===== src/rtl/dma_svc_pkg.sv =====
package dma_svc_pkg;
   typedef enum logic [1:0] {
      ST_IDLE  = 2'd0,
      ST_SCAN  = 2'd1,
      ST_ISSUE = 2'd2,
      ST_WAIT  = 2'd3
   } svc_state_e;
endpackage


===== src/rtl/dma_svc_req.sv =====
module dma_svc_req #(
   parameter int NCH = 4
) (
   input  logic           clk,
   input  logic           rst_n,
   input  logic [NCH-1:0] hold_i,
   input  logic [NCH-1:0] release_i,
   output logic [NCH-1:0] req_o,
   output logic           trig_o
);
   // release takes priority over hold on the same channel
   always_ff @(posedge clk or negedge rst_n) begin
      if (!rst_n) req_o <= '0;
      else        req_o <= (req_o | hold_i) & ~release_i;
   end

   assign trig_o = |{hold_i, release_i};
endmodule


===== src/rtl/dma_svc_len.sv =====
module dma_svc_len #(
   parameter int NCH    = 4,
   parameter int CNT_W  = 16,
   parameter int WSHIFT = 0,
   parameter int LEN_W  = CNT_W + 1 + WSHIFT
) (
   input  logic [NCH-1:0][CNT_W-1:0] base_i,
   output logic [NCH-1:0][LEN_W-1:0] len_o
);
   for (genvar c = 0; c < NCH; c++) begin : g_ch
      logic [LEN_W-1:0] plus_one;
      assign plus_one = LEN_W'(base_i[c]) + LEN_W'(1);
      if (WSHIFT == 0) begin : g_byte
         assign len_o[c] = plus_one;
      end else begin : g_word
         assign len_o[c] = plus_one << WSHIFT;
      end
   end
endmodule


===== src/rtl/dma_svc_fsm.sv =====
module dma_svc_fsm
   import dma_svc_pkg::*;
#(
   parameter int NCH    = 4,
   parameter int LEN_W  = 17,
   parameter int WSHIFT = 0
) (
   input  logic                      clk,
   input  logic                      rst_n,
   input  logic [NCH-1:0]            mask_i,
   input  logic [NCH-1:0]            req_i,
   input  logic                      trig_i,
   input  logic [NCH-1:0][LEN_W-1:0] len_i,
   input  logic [NCH-1:0][LEN_W-1:0] prog_i,
   input  logic                      req_ready_i,
   input  logic                      rsp_valid_i,
   input  logic [LEN_W-1:0]          rsp_pos_i,
   output logic                      req_valid_o,
   output logic [$clog2(NCH):0]      req_id_o,
   output logic [LEN_W-1:0]          req_pos_o,
   output logic [LEN_W-1:0]          req_len_o,
   output logic                      take_o,
   output logic [$clog2(NCH)-1:0]    take_idx_o,
   output logic [NCH-1:0]            tc_o
);
   localparam int IDX_W = $clog2(NCH);
   localparam int ID_W  = IDX_W + 1;

   svc_state_e       state;
   logic [IDX_W-1:0] idx;
   logic             worked;
   logic             pend;
   logic [NCH-1:0]   tc_q;
   logic             elig;
   logic             last;
   logic             rescan;

   assign elig   = ~mask_i[idx] & req_i[idx];
   assign last   = (idx == IDX_W'(NCH - 1));
   assign rescan = worked | pend | trig_i;

   always_ff @(posedge clk or negedge rst_n) begin
      if (!rst_n) begin
         state  <= ST_IDLE;
         idx    <= '0;
         worked <= 1'b0;
         pend   <= 1'b0;
         tc_q   <= '0;
      end else begin
         tc_q <= '0;
         if (state != ST_IDLE && trig_i) pend <= 1'b1;
         unique case (state)
            ST_IDLE: begin
               if (trig_i) begin
                  state  <= ST_SCAN;
                  idx    <= '0;
                  worked <= 1'b0;
                  pend   <= 1'b0;
               end
            end
            ST_SCAN: begin
               if (elig) begin
                  state <= ST_ISSUE;
               end else if (last) begin
                  if (rescan) begin
                     idx    <= '0;
                     worked <= 1'b0;
                     pend   <= 1'b0;
                  end else begin
                     state <= ST_IDLE;
                  end
               end else begin
                  idx <= idx + IDX_W'(1);
               end
            end
            ST_ISSUE: begin
               if (req_ready_i) state <= ST_WAIT;
            end
            ST_WAIT: begin
               if (rsp_valid_i) begin
                  tc_q[idx] <= (rsp_pos_i == len_i[idx]);
                  state     <= ST_SCAN;
                  if (last) begin
                     idx    <= '0;
                     worked <= 1'b0;
                     pend   <= 1'b0;
                  end else begin
                     idx    <= idx + IDX_W'(1);
                     worked <= 1'b1;
                  end
               end
            end
            default: state <= ST_IDLE;
         endcase
      end
   end

   assign req_valid_o = (state == ST_ISSUE);
   assign req_id_o    = ID_W'(idx) + ID_W'(WSHIFT * NCH);
   assign req_pos_o   = prog_i[idx];
   assign req_len_o   = len_i[idx];
   assign take_o      = (state == ST_WAIT) & rsp_valid_i;
   assign take_idx_o  = idx;
   assign tc_o        = tc_q;
endmodule


===== src/rtl/dma_svc_seq.sv =====
module dma_svc_seq #(
   parameter int NCH    = 4,
   parameter int CNT_W  = 16,
   parameter int WSHIFT = 0,
   parameter int LEN_W  = CNT_W + 1 + WSHIFT
) (
   input  logic                    clk,
   input  logic                    rst_n,
   input  logic [NCH-1:0]          chan_mask_i,
   input  logic [NCH-1:0]          hold_i,
   input  logic [NCH-1:0]          release_i,
   input  logic                    kick_i,
   input  logic [NCH*CNT_W-1:0]    base_cnt_i,
   output logic                    agt_req_valid_o,
   input  logic                    agt_req_ready_i,
   output logic [$clog2(NCH):0]    agt_req_id_o,
   output logic [LEN_W-1:0]        agt_req_pos_o,
   output logic [LEN_W-1:0]        agt_req_len_o,
   input  logic                    agt_rsp_valid_i,
   input  logic [LEN_W-1:0]        agt_rsp_pos_i,
   output logic [NCH-1:0]          req_bits_o,
   output logic [NCH*LEN_W-1:0]    progress_o,
   output logic [NCH-1:0]          tc_set_o
);
   localparam int IDX_W = $clog2(NCH);

   if (NCH < 2 || (NCH & (NCH - 1)) != 0) begin : g_bad_nch
      $error("NCH must be a power of two, at least 2");
   end
   if (WSHIFT < 0 || WSHIFT > 1) begin : g_bad_shift
      $error("WSHIFT must be 0 or 1");
   end
   if (LEN_W < CNT_W + 1 + WSHIFT) begin : g_bad_len
      $error("LEN_W too narrow for the scaled length");
   end

   logic [NCH-1:0][CNT_W-1:0] base_a;
   logic [NCH-1:0][LEN_W-1:0] len_a;
   logic [NCH-1:0][LEN_W-1:0] prog_q;
   logic                      trig_req;
   logic                      trig_all;
   logic                      take;
   logic [IDX_W-1:0]          take_idx;

   assign base_a   = base_cnt_i;
   assign trig_all = trig_req | kick_i;

   dma_svc_req #(.NCH(NCH)) u_req (
      .clk      (clk),
      .rst_n    (rst_n),
      .hold_i   (hold_i),
      .release_i(release_i),
      .req_o    (req_bits_o),
      .trig_o   (trig_req)
   );

   dma_svc_len #(.NCH(NCH), .CNT_W(CNT_W), .WSHIFT(WSHIFT), .LEN_W(LEN_W)) u_len (
      .base_i(base_a),
      .len_o (len_a)
   );

   dma_svc_fsm #(.NCH(NCH), .LEN_W(LEN_W), .WSHIFT(WSHIFT)) u_fsm (
      .clk        (clk),
      .rst_n      (rst_n),
      .mask_i     (chan_mask_i),
      .req_i      (req_bits_o),
      .trig_i     (trig_all),
      .len_i      (len_a),
      .prog_i     (prog_q),
      .req_ready_i(agt_req_ready_i),
      .rsp_valid_i(agt_rsp_valid_i),
      .rsp_pos_i  (agt_rsp_pos_i),
      .req_valid_o(agt_req_valid_o),
      .req_id_o   (agt_req_id_o),
      .req_pos_o  (agt_req_pos_o),
      .req_len_o  (agt_req_len_o),
      .take_o     (take),
      .take_idx_o (take_idx),
      .tc_o       (tc_set_o)
   );

   for (genvar c = 0; c < NCH; c++) begin : g_prog
      always_ff @(posedge clk or negedge rst_n) begin
         if (!rst_n)                                prog_q[c] <= '0;
         else if (take && take_idx == IDX_W'(c))    prog_q[c] <= agt_rsp_pos_i;
      end
   end

   assign progress_o = prog_q;
endmodule


===== config.mk =====
export PLATFORM = sky130hd
export DESIGN_NAME = dma_svc_seq
export DESIGN_NICKNAME = d
export VERILOG_FILES = /design/src/rtl/dma_svc_pkg.sv /design/src/rtl/dma_svc_req.sv /design/src/rtl/dma_svc_len.sv /design/src/rtl/dma_svc_fsm.sv /design/src/rtl/dma_svc_seq.sv
export SDC_FILE = /design/constraint.sdc
export NUM_CORES = 1
export LEC_CHECK = 0
export BUFFER_PORTS_ARGS = -buffer_cell sky130_fd_sc_hd__buf_2
export CELL_PAD_IN_SITES_DETAIL_PLACEMENT = 0
export CELL_PAD_IN_SITES_GLOBAL_PLACEMENT = 1
export CORE_MARGIN = 2
export CORE_UTILIZATION = 41
export DETAILED_ROUTE_END_ITERATION = 6
export GPL_ROUTABILITY_DRIVEN = 0
export HOLD_SLACK_MARGIN = 0.02
export MAX_ROUTING_LAYER = met4
export PLACE_DENSITY_LB_ADDON = 0.1
export REMOVE_ABC_BUFFERS = 1
export SETUP_SLACK_MARGIN = 0.5
export SYNTH_ARGS = -nofsm -noshare
export SYNTH_HDL_FRONTEND = slang
export SYNTH_SLANG_ARGS = --single-unit

===== constraint.sdc =====
create_clock -name clk -period 4.65 [get_ports clk]
set_input_delay 0.93 -clock clk [delete_from_list [all_inputs] [get_ports clk]]
set_output_delay 0.93 -clock clk [all_outputs]
set_load 0.01 [all_outputs]

# == Yosys cells after proc, flatten, opt, wreduce, memory -nomap -nowiden ==
# Cells that the tools add are included.
# word_totals
regBits,82
input_bits,98
out_inout_bits,114
wordCells,98
# classes
add_sub_neg,5
order_cmp,2
n_eq_ne,16
muxes,41
n_bitwise,10
reduce_logical,14
# ops
operator,count
adder 16 x 1 -> 17 bit (second input constant),4
binary-select mux 17 bit (select 2 bit),2
2-to-1 mux 17 bit,2
2-to-1 mux 2 bit,12
equality test 17 bit,1
2-to-1 mux 1 bit,16
AND reduction 5 bit,2
bitwise AND 4 bit,2
equality test 2 bit (second input constant),4
2-to-1 mux 4 bit,2
inequality test 2 x 1 -> 1 bit (second input constant),4
case mux 2 bit (4 select lines),1
OR reduction 8 bit,1
logical AND 1 bit,6
case mux 1 bit (3 select lines),2
case mux 2 bit (3 select lines),1
AND reduction 6 bit,1
binary-select mux 1 bit (select 2 bit),2
equality test 2 x 1 -> 1 bit (second input constant),2
logical NOT 2 bit,2
inequality test 2 bit (second input constant),2
NOT 4 bit,1
OR 4 bit,1
< comparator 2 x 3 -> 1 bit (second input constant),1
11 further kinds,14

# == Longest topological paths before layout ==
# Gate-level depths: netlist (run 1).
# depth
depth_word,8
ltp_mapped,11
depth_no_buf,9

# == Cells and area by module ==
# From an unflattened synthesis (run 1), not the netlist that was laid out.
# hier_totals
cells_unflattened,449
hier_area_um2,5527.8
# by_module_without_submodules
mod,n_inst,cells_per_inst,area_each_um2,seq_area_each_um2
dma_svc_seq,1,145,2556.2,1701.6
dma_svc_fsm,1,133,1710.4,250.2
dma_svc_len,1,156,1114.8,0.0
dma_svc_req,1,15,146.4,100.1

# == Worst setup path after synthesis (run 1) ==
# No wires, ideal clock.
# synth_path
path_kind,input-to-output
startpoint,in base_cnt_i[48]
endpoint,out agt_req_len_o[8]
arrival_time_ns,2.214
t_required_ns,3.720
path_slack_ns,1.506
path_stages,6
path_buffers,1
path_cell_list,ha_1 clkbuf_1 nand3_1 o21a_1 o21ai_0 or4b_1
# synth_via
elab_chain_cells,3
# synth_rtl
item,line,text
from (decl),dma_svc_seq.sv:13,"input logic [NCH*CNT_W-1:0] base_cnt_i,"
adder 16 x 1 -> 17 bit,dma_svc_len.sv:12,assign plus_one = LEN_W'(base_i[c]) + LEN_W'(1);
binary-select mux 17 bit (select 2 bit),dma_svc_fsm.sv:101,assign req_len_o = len_i[idx];
2-to-1 mux 17 bit (not written as such),dma_svc_fsm.sv:101,
to (decl),dma_svc_seq.sv:18,"output logic [LEN_W-1:0] agt_req_len_o,"
# Every way passes these cells. The select of a mux whose other input is x is not followed.

# == Worst setup path after layout (run 1) ==
# layout_path
startpoint,"reg u_fsm.idx[0], in the netlist u_fsm.take_idx_o[0]"
endpoint,out agt_req_len_o[7]
# layout_via
elab_chain_cells,2
# layout_rtl
item,line,text
from (decl),dma_svc_fsm.sv:30,logic [IDX_W-1:0] idx;
from (signal assigned),dma_svc_fsm.sv:73,idx <= idx + IDX_W'(1);
from (signal assigned),dma_svc_fsm.sv:88,idx <= idx + IDX_W'(1);
binary-select mux 17 bit (select 2 bit),dma_svc_fsm.sv:101,
2-to-1 mux 17 bit (not written as such),dma_svc_fsm.sv:101,
# Every way passes these cells. The select of a mux whose other input is x is not followed.

==> results.py, run 1 <==
metrics = {
    "layout": {
        "final_cell_mix": "buf_2 (209), dfrtp_1 (81), mux2_2 (69), nand3_1 (31), nor2_1 (31)",
        "final_common_cell": "buf_2",
        "nFillCells": 1351,
        "multi_input_area_um2": 3510,
        "syn2layout_area_growth_pct": 26.9,
        "finish.net_count": 863,
        "regArea_um2": 2050,
        "drive_gt1_share_pct": 44.8,
        "fin_util_pct": 52.9,
    },
    "detailed_routing": {
        "top_layer": "met4",
        "wl_met2_um": 8720,
        "wl_met3_um": 1350,
        "drt-vias-per-instance": 5.78,
        "routed_wl_um": 18400,
        "wl_per_cell_um": 19.6,
        "drt-initial-drc-count": 395,
        "wl_met1_um": 7890,
        "detail-route-antenna-nets": 0,
        "via_count": 5428,
        "drc_errors": 0,
        "firstDrtPassIters": 5,
    },
    "clock_network": {
        "post_cts_buffers": 0,
        "ctsResizeCount": 0,
        "hold_buffers": 0,
        "h-tree-depth": 3,
        "clkTransAtPathRegs_ps": 60,
        "cts_buffer_depth": 2,
        "cts_buffers": 9,
        "cts_root_buf": "clkbuf_16",
        "cts_tree": "done",
        "clock_latency_ps": 350,
        "cts_sinks": 82,
    },
    "die": {
        "dieArea_um2": 15000,
        "initial_core_util_pct": 41.7,
        "core_um2": 13800,
        "die_y_um": 122,
        "io_pins": 212,
        "die_x_um": 122,
        "fp-row-count": 43,
    },
    "global_route": {
        "antenna_found_initial": 2,
        "globalRouteOverflowTotal": 0,
        "grt_max_degree": 83,
        "grt_pass1_wl_um": 28100,
        "grt_pass1_vias": 5182,
        "grtUsageTotal_pct": 25.5,
    },
    "run_status": {
        "status": "completed",
    },
    "sta": {
        "fin_crit_ps": 3850,
        "tns_ps": 0,
        "setup_ws_ps": 802,
        "slew_violations": 0,
        "slew_headroom_pct": 17.9,
        "hold_viol": 0,
        "finalSetupViolations": 0,
        "rsz0062_at_grt": "false",
        "hold-worst-slack_ps": 524,
        "worst_slew_pin_slew_ps": 1230,
        "final.period_utilization_pct": 82.7,
        "worst_clock_skew_ps": 5.67,
        "max_clock_freq_ghz": 0.260,
    },
    "power": {
        "p_leak_uw": 0.00359,
        "power.total_uw": 3520,
        "power_density_nw_per_um2": 482,
        "ir_worst_vdd_uv": 325,
    },
    "setup_path": {
        "critical-path-top-delay-family": "simple AND/OR/NAND/NOR gates",
        "slowest_delay_ps": 910,
        "crit_required_ps": 3720,
        "crit_arrival_ps": 2920,
        "crit_chain": "nand2b_1 -> nor3_1 -> nor4_1 -> buf_2",
        "crit_buf_inv": 1,
        "worstSetupEndpointType": "output port",
        "cp-start-kind": "register",
        "crit_fanout": 35,
        "critical_path_class": "reg -> out",
        "slowest_stage": "dfrtp_2",
    },
    "logic_synthesis": {
        "synth.top_cell.area_share_pct": 35.7,
        "synth_cell_types": 62,
        "ys_warn_count": 0,
        "synth_top_cells_by_area": "dfrtp_1 (36%), mux2_2 (14%), mux4_2 (7.5%), xor2_1 (4.3%), ha_1 (2.8%)",
        "synthCells": 546,
        "syn_area_um2": 5740,
        "avgSynthCellArea_um2": 10.5,
        "synth-seq-cells": 82,
        "async_reset_ff_share_pct": 100,
        "yosysSeqAreaShare_pct": 35.7,
        "yosys.area.top_type": "dfrtp_1",
        "synth-main-ff-cell": "dfrtp_1",
        "synth_edf_count": 0,
    },
    "run": {
        "cap_violations": 0,
    },
    "placed_design": {
        "dp_slack_ps": 946,
        "dp_hpwl_um": 14300,
        "io_buffers": 210,
    },
    "hold_path": {
        "hold_path.class": "reg -> reg",
    },
}
-- layer usage --
layer,GRT usage (%),vias to the layer above
li1,-,2494
met2,39.4,212
met1,33.8,2692
met3,4.37,30
met4,9.20,0
met5,-,-
-- state kept, by name, summed over array words and instances (netlist names) --
name	flops
progress_o	68
u_fsm.pend	1
u_fsm.state	2
u_fsm.take_idx_o	2
u_fsm.tc_o	4
u_fsm.worked	1
u_req.req_o	4
-- layout make-up --
| type | instances | share of cell area (%) |
|---|---|---|
| clock buffers | 9 | 3.09 |
| well taps | 180 | 3.09 |
| inverters | 22 | 1.13 |
| repair buffers | 215 | 15.0 |
| diodes | 2 | 0.0686 |
| multi-input cells | 422 | 48.1 |
| clock inverters | 7 | 1.39 |
| flip-flops and latches | 82 | 28.2 |
-- through the flow --
step	instance area, um^2	instances
finish	7290	939
global route	7290	939
CTS	7290	937
detailed placement	6960	921
global placement	6960	921
floorplan	5640	526
-- kinds of logic (layout without fill, tap and decap cells) --
logic type	Yosys count	count (layout)	share of synthesized area [%]
AO/OA/AOI/OAI	67	67	7.87
adder cells (fa/ha/maj)	13	13	2.83
buffers and inverters	42	253	3.20
XOR/XNOR	38	38	5.80
AND/OR/NAND/NOR	203	203	21.4
flip-flops	82	82	35.7
other	1	3	0.0653
multiplexers	100	100	23.1
-- power breakdown --
part / internal, uW / total, uW / switching (uW)
registers: 916 / 1130 / 214
logic: 758 / 1610 / 848
clock network: 475 / 779 / 305
-- Yosys cell counts (3+ instances only) --
cell type	n
and3_1	3
o31a_1	6
nand4_4	3
mux4_2	19
and2_1	5
nor4_1	23
ha_1	13
nand4_1	23
o21ai_0	15
nor3_1	14
a22oi_1	3
nor2b_1	3
o21a_1	3
mux2_2	69
a21oi_1	12
or3_1	8
nand3_1	31
dfrtp_1	82
o22ai_1	6
nand2_1	26
nand2b_1	5
mux2i_1	12
nor2_1	31
xnor2_1	10
nor3b_1	3
clkbuf_1	15
xor2_1	28
inv_1	22
or4_4	3
o21ai_1	3
buf_4	3
and4_1	4
-- path summary, 6_finish.rpt --
kind                                                       from                              end  slack [ps]  depth (start not counted)
worst max-delay path            u_fsm.take_idx_o[0]$_DFFE_PN0P_                 agt_req_len_o[7]         800                          4
worst min-delay path                 progress_o[34]$_DFFE_PN0P_       progress_o[34]$_DFFE_PN0P_         520                          1
worst max register to register  u_fsm.take_idx_o[0]$_DFFE_PN0P_          u_fsm.tc_o[2]$_DFF_PN0_        1380                          8
worst min register to register       progress_o[34]$_DFFE_PN0P_       progress_o[34]$_DFFE_PN0P_         520                          1
max in group asynchronous                                 rst_n  u_fsm.take_idx_o[0]$_DFFE_PN0P_        3180                          1
min in group asynchronous                                 rst_n         u_req.req_o[3]$_DFF_PN0_         770                          1
(Power assumes the default switching activity.)
==> run 2: changes to the inputs <==
- CORE_UTILIZATION: 41 -> 34
- clock period: 4.65 -> 3.5 ns (I/O delays scaled with it)
==> run 2 against run 1 <==
  * Hold slack worse by 6.5 ps
  * Via count up 0.44%
  * Sequential cell count unchanged
  * Count of clock-buffer cells in the layout is the same
  * Combinational power grew 45%
  * First-iteration DRC count is 8.4% lower
  * Final area increased by 4.8%
  * Setup slack worse by 280 ps
  * Power grew 37%
  * Non-clock buffer count up 16
  * Critical path type is now in -> out
  * Critical endpoint is now agt_req_len_o[6]
  * Largest power group unchanged
==> results.py, run 2 (same netlist as run 1, synthesis figures left out) <==
metrics = {
    "detailed_routing": {
        "via_count": 5452,
        "routed_wl_um": 20200,
        "detail-route-antenna-nets": 0,
        "drt-initial-drc-count": 362,
        "drc_errors": 0,
        "wl_per_cell_um": 20.3,
        "firstDrtPassIters": 4,
        "drt-vias-per-instance": 5.46,
    },
    "die": {
        "die_x_um": 134,
        "io_pins": 212,
        "dieArea_um2": 17900,
        "initial_core_util_pct": 34.8,
        "die_y_um": 134,
        "fp-row-count": 47,
        "core_um2": 16500,
    },
    "power": {
        "seq_power_share_pct": 29.9,
        "power_density_nw_per_um2": 631,
        "switching_share_pct": 39.2,
        "ir_worst_vdd_uv": 304,
        "switchingPower_uw": 1890,
        "internal_power_uw": 2930,
        "p_clk_share_pct": 21.7,
        "pwr-share-comb_pct": 48.4,
        "p_leak_uw": 0.00369,
    },
    "clock_network": {
        "cts_buffer_depth": 2,
        "cts_root_buf": "clkbuf_16",
        "cts_tree": "done",
        "clkTransAtPathRegs_ps": 60,
        "clock_latency_ps": 350,
        "cts_buffers": 9,
        "cts_sinks": 82,
        "h-tree-depth": 3,
        "hold_buffers": 0,
    },
    "setup_path": {
        "critical-path-top-delay-family": "simple AND/OR/NAND/NOR gates",
        "cp-start-kind": "input port",
        "crit_chain": "buf_2 -> ha_1 -> nand3_4 -> o21ai_0 -> a21oi_1 -> or4_4 -> buf_2",
        "ff2ff_path_depth": 7,
        "slowest_delay_ps": 570,
        "slowest_stage": "or4_4",
        "critical_path_class": "in -> out",
        "worstReg2RegEnd": "u_fsm.tc_o[1]$_DFF_PN0_",
        "worstSetupEndpointType": "output port",
        "crit_required_ps": 2800,
        "crit_fanout": 10,
        "r2r_slack_ps": 670,
        "rr_startpoint": "u_fsm.take_idx_o[0]$_DFFE_PN0P_",
        "crit_buf_inv": 2,
        "cp_common_cell": "buf_2",
        "crit_arrival_ps": 2270,
    },
    "sta": {
        "final.period_utilization_pct": 85.0,
        "max_clock_freq_ghz": 0.336,
        "worst_slew_pin_slew_ps": 1050,
        "finalSetupViolations": 0,
        "tns_ps": 0,
        "slew_violations": 0,
        "hold_viol": 0,
        "rsz0062_at_grt": "true",
        "setup_ws_ps": 526,
        "fin_crit_ps": 2970,
        "worst_clock_skew_ps": 6.47,
        "slew_headroom_pct": 30.0,
        "hold-worst-slack_ps": 517,
    },
    "placed_design": {
        "io_buffers": 210,
        "placed_area_um2": 7090,
        "dp_hpwl_um": 15500,
        "dp_slack_ps": 344,
    },
    "layout": {
        "final_cell_mix": "buf_2 (207), dfrtp_1 (80), mux2_2 (69), nand3_1 (31), nor2_1 (30)",
        "finish.net_count": 879,
        "final_common_cell": "buf_2",
        "finalInstanceArea_um2": 7640,
        "syn2layout_area_growth_pct": 33.1,
        "largest_register_ffs": 68,
        "drive_gt1_share_pct": 48.6,
    },
    "run_status": {
        "status": "completed",
    },
    "hold_path": {
        "hp-start": "release_i[3]",
        "holdPathStages": 2,
        "hold_path.class": "in -> reg",
        "min_to": "u_req.req_o[3]$_DFF_PN0_",
    },
    "global_route": {
        "antenna_found_initial": 5,
        "grtUsageTotal_pct": 23.3,
        "globalRouteOverflowTotal": 0,
        "grt_max_degree": 83,
        "grt_pass1_vias": 5530,
        "grt_pass1_wl_um": 30900,
    },
    "run": {
        "cap_violations": 0,
    },
}
[run 2: changes by cell type in the layout (fill, tap and decap cells not counted), sizes merged]
cell,previous run,this run
buf,215,231
diode,2,5
[run 2: layout make-up]
class / instances / area, um^2
multi-input cells: 422 / 3660
clock buffers: 9 / 225
repair buffers: 231 / 1230
well taps: 220 / 275
diodes: 5 / 12.5
flip-flops and latches: 82 / 2060
clock inverters: 7 / 101
fillers: 1588 / 8880
inverters: 22 / 82.6
[run 2: metal layers]
layer  share of wire, %  track usage [%]  vias up
met1                 45             31.0     2718
met5                  0                -        -
met4                1.3             6.44        0
met2                 47             35.9      190
met3                6.5             5.14       19
li1                   -                -     2525
[run 2: power by group through the flow]
stage / Clock (uW) / Sequential, uW / Combinational (uW)
floorplan: 0 / 1600 / 1140
global placement: 0 / 1450 / 2250
finish: 1050 / 1440 / 2330
CTS: 1060 / 1450 / 2300
global route: 1120 / 1480 / 2530
detailed placement: 0 / 1460 / 2270
[run 2: worst max path at each step]
stage / start / endpoint / slack [ps] / depth (start not counted)
3_5_place_dp: base_cnt_i[48] / u_fsm.tc_o[1]$_DFF_PN0_ / 340 / 8
6_report: base_cnt_i[16] / agt_req_len_o[6] / 530 / 7
3_3_place_gp: base_cnt_i[0] / agt_req_len_o[15] / 340 / 7
2_1_floorplan: u_fsm.take_idx_o[0]$_DFFE_PN0P_ / u_fsm.tc_o[0]$_DFF_PN0_ / 100 / 7
4_1_cts: base_cnt_i[48] / agt_req_len_o[8] / 390 / 7
5_1_grt: base_cnt_i[16] / agt_req_len_o[6] / 450 / 7
[run 2: worst register-to-register path, stage by stage, from the launching register on]
cell and delay, ps:
dfrtp_2 450, buf_4 320, mux4_2 580, xor2_1 170
nor4_2 400, o2111ai_1 180, or4_4 540, nor2_1 130
[run 2: per-stage QoR]
stage                     cells  total power (uW)  utilization (%)
after floorplan             526              2740                -
after global placement      970              3700             42.9
after detailed placement    970              3740             42.9
after CTS                   989              4810             45.4
after global routing        998              5140             46.3
final                       998              4820             46.3
[run 2: repair_timing]
action | in CTS | in global routing
setup buffers | 3 | 4
endpoints found under the setup margin | 15 | 16
pin swaps | 1 | 6
resized for setup | 11 | 23
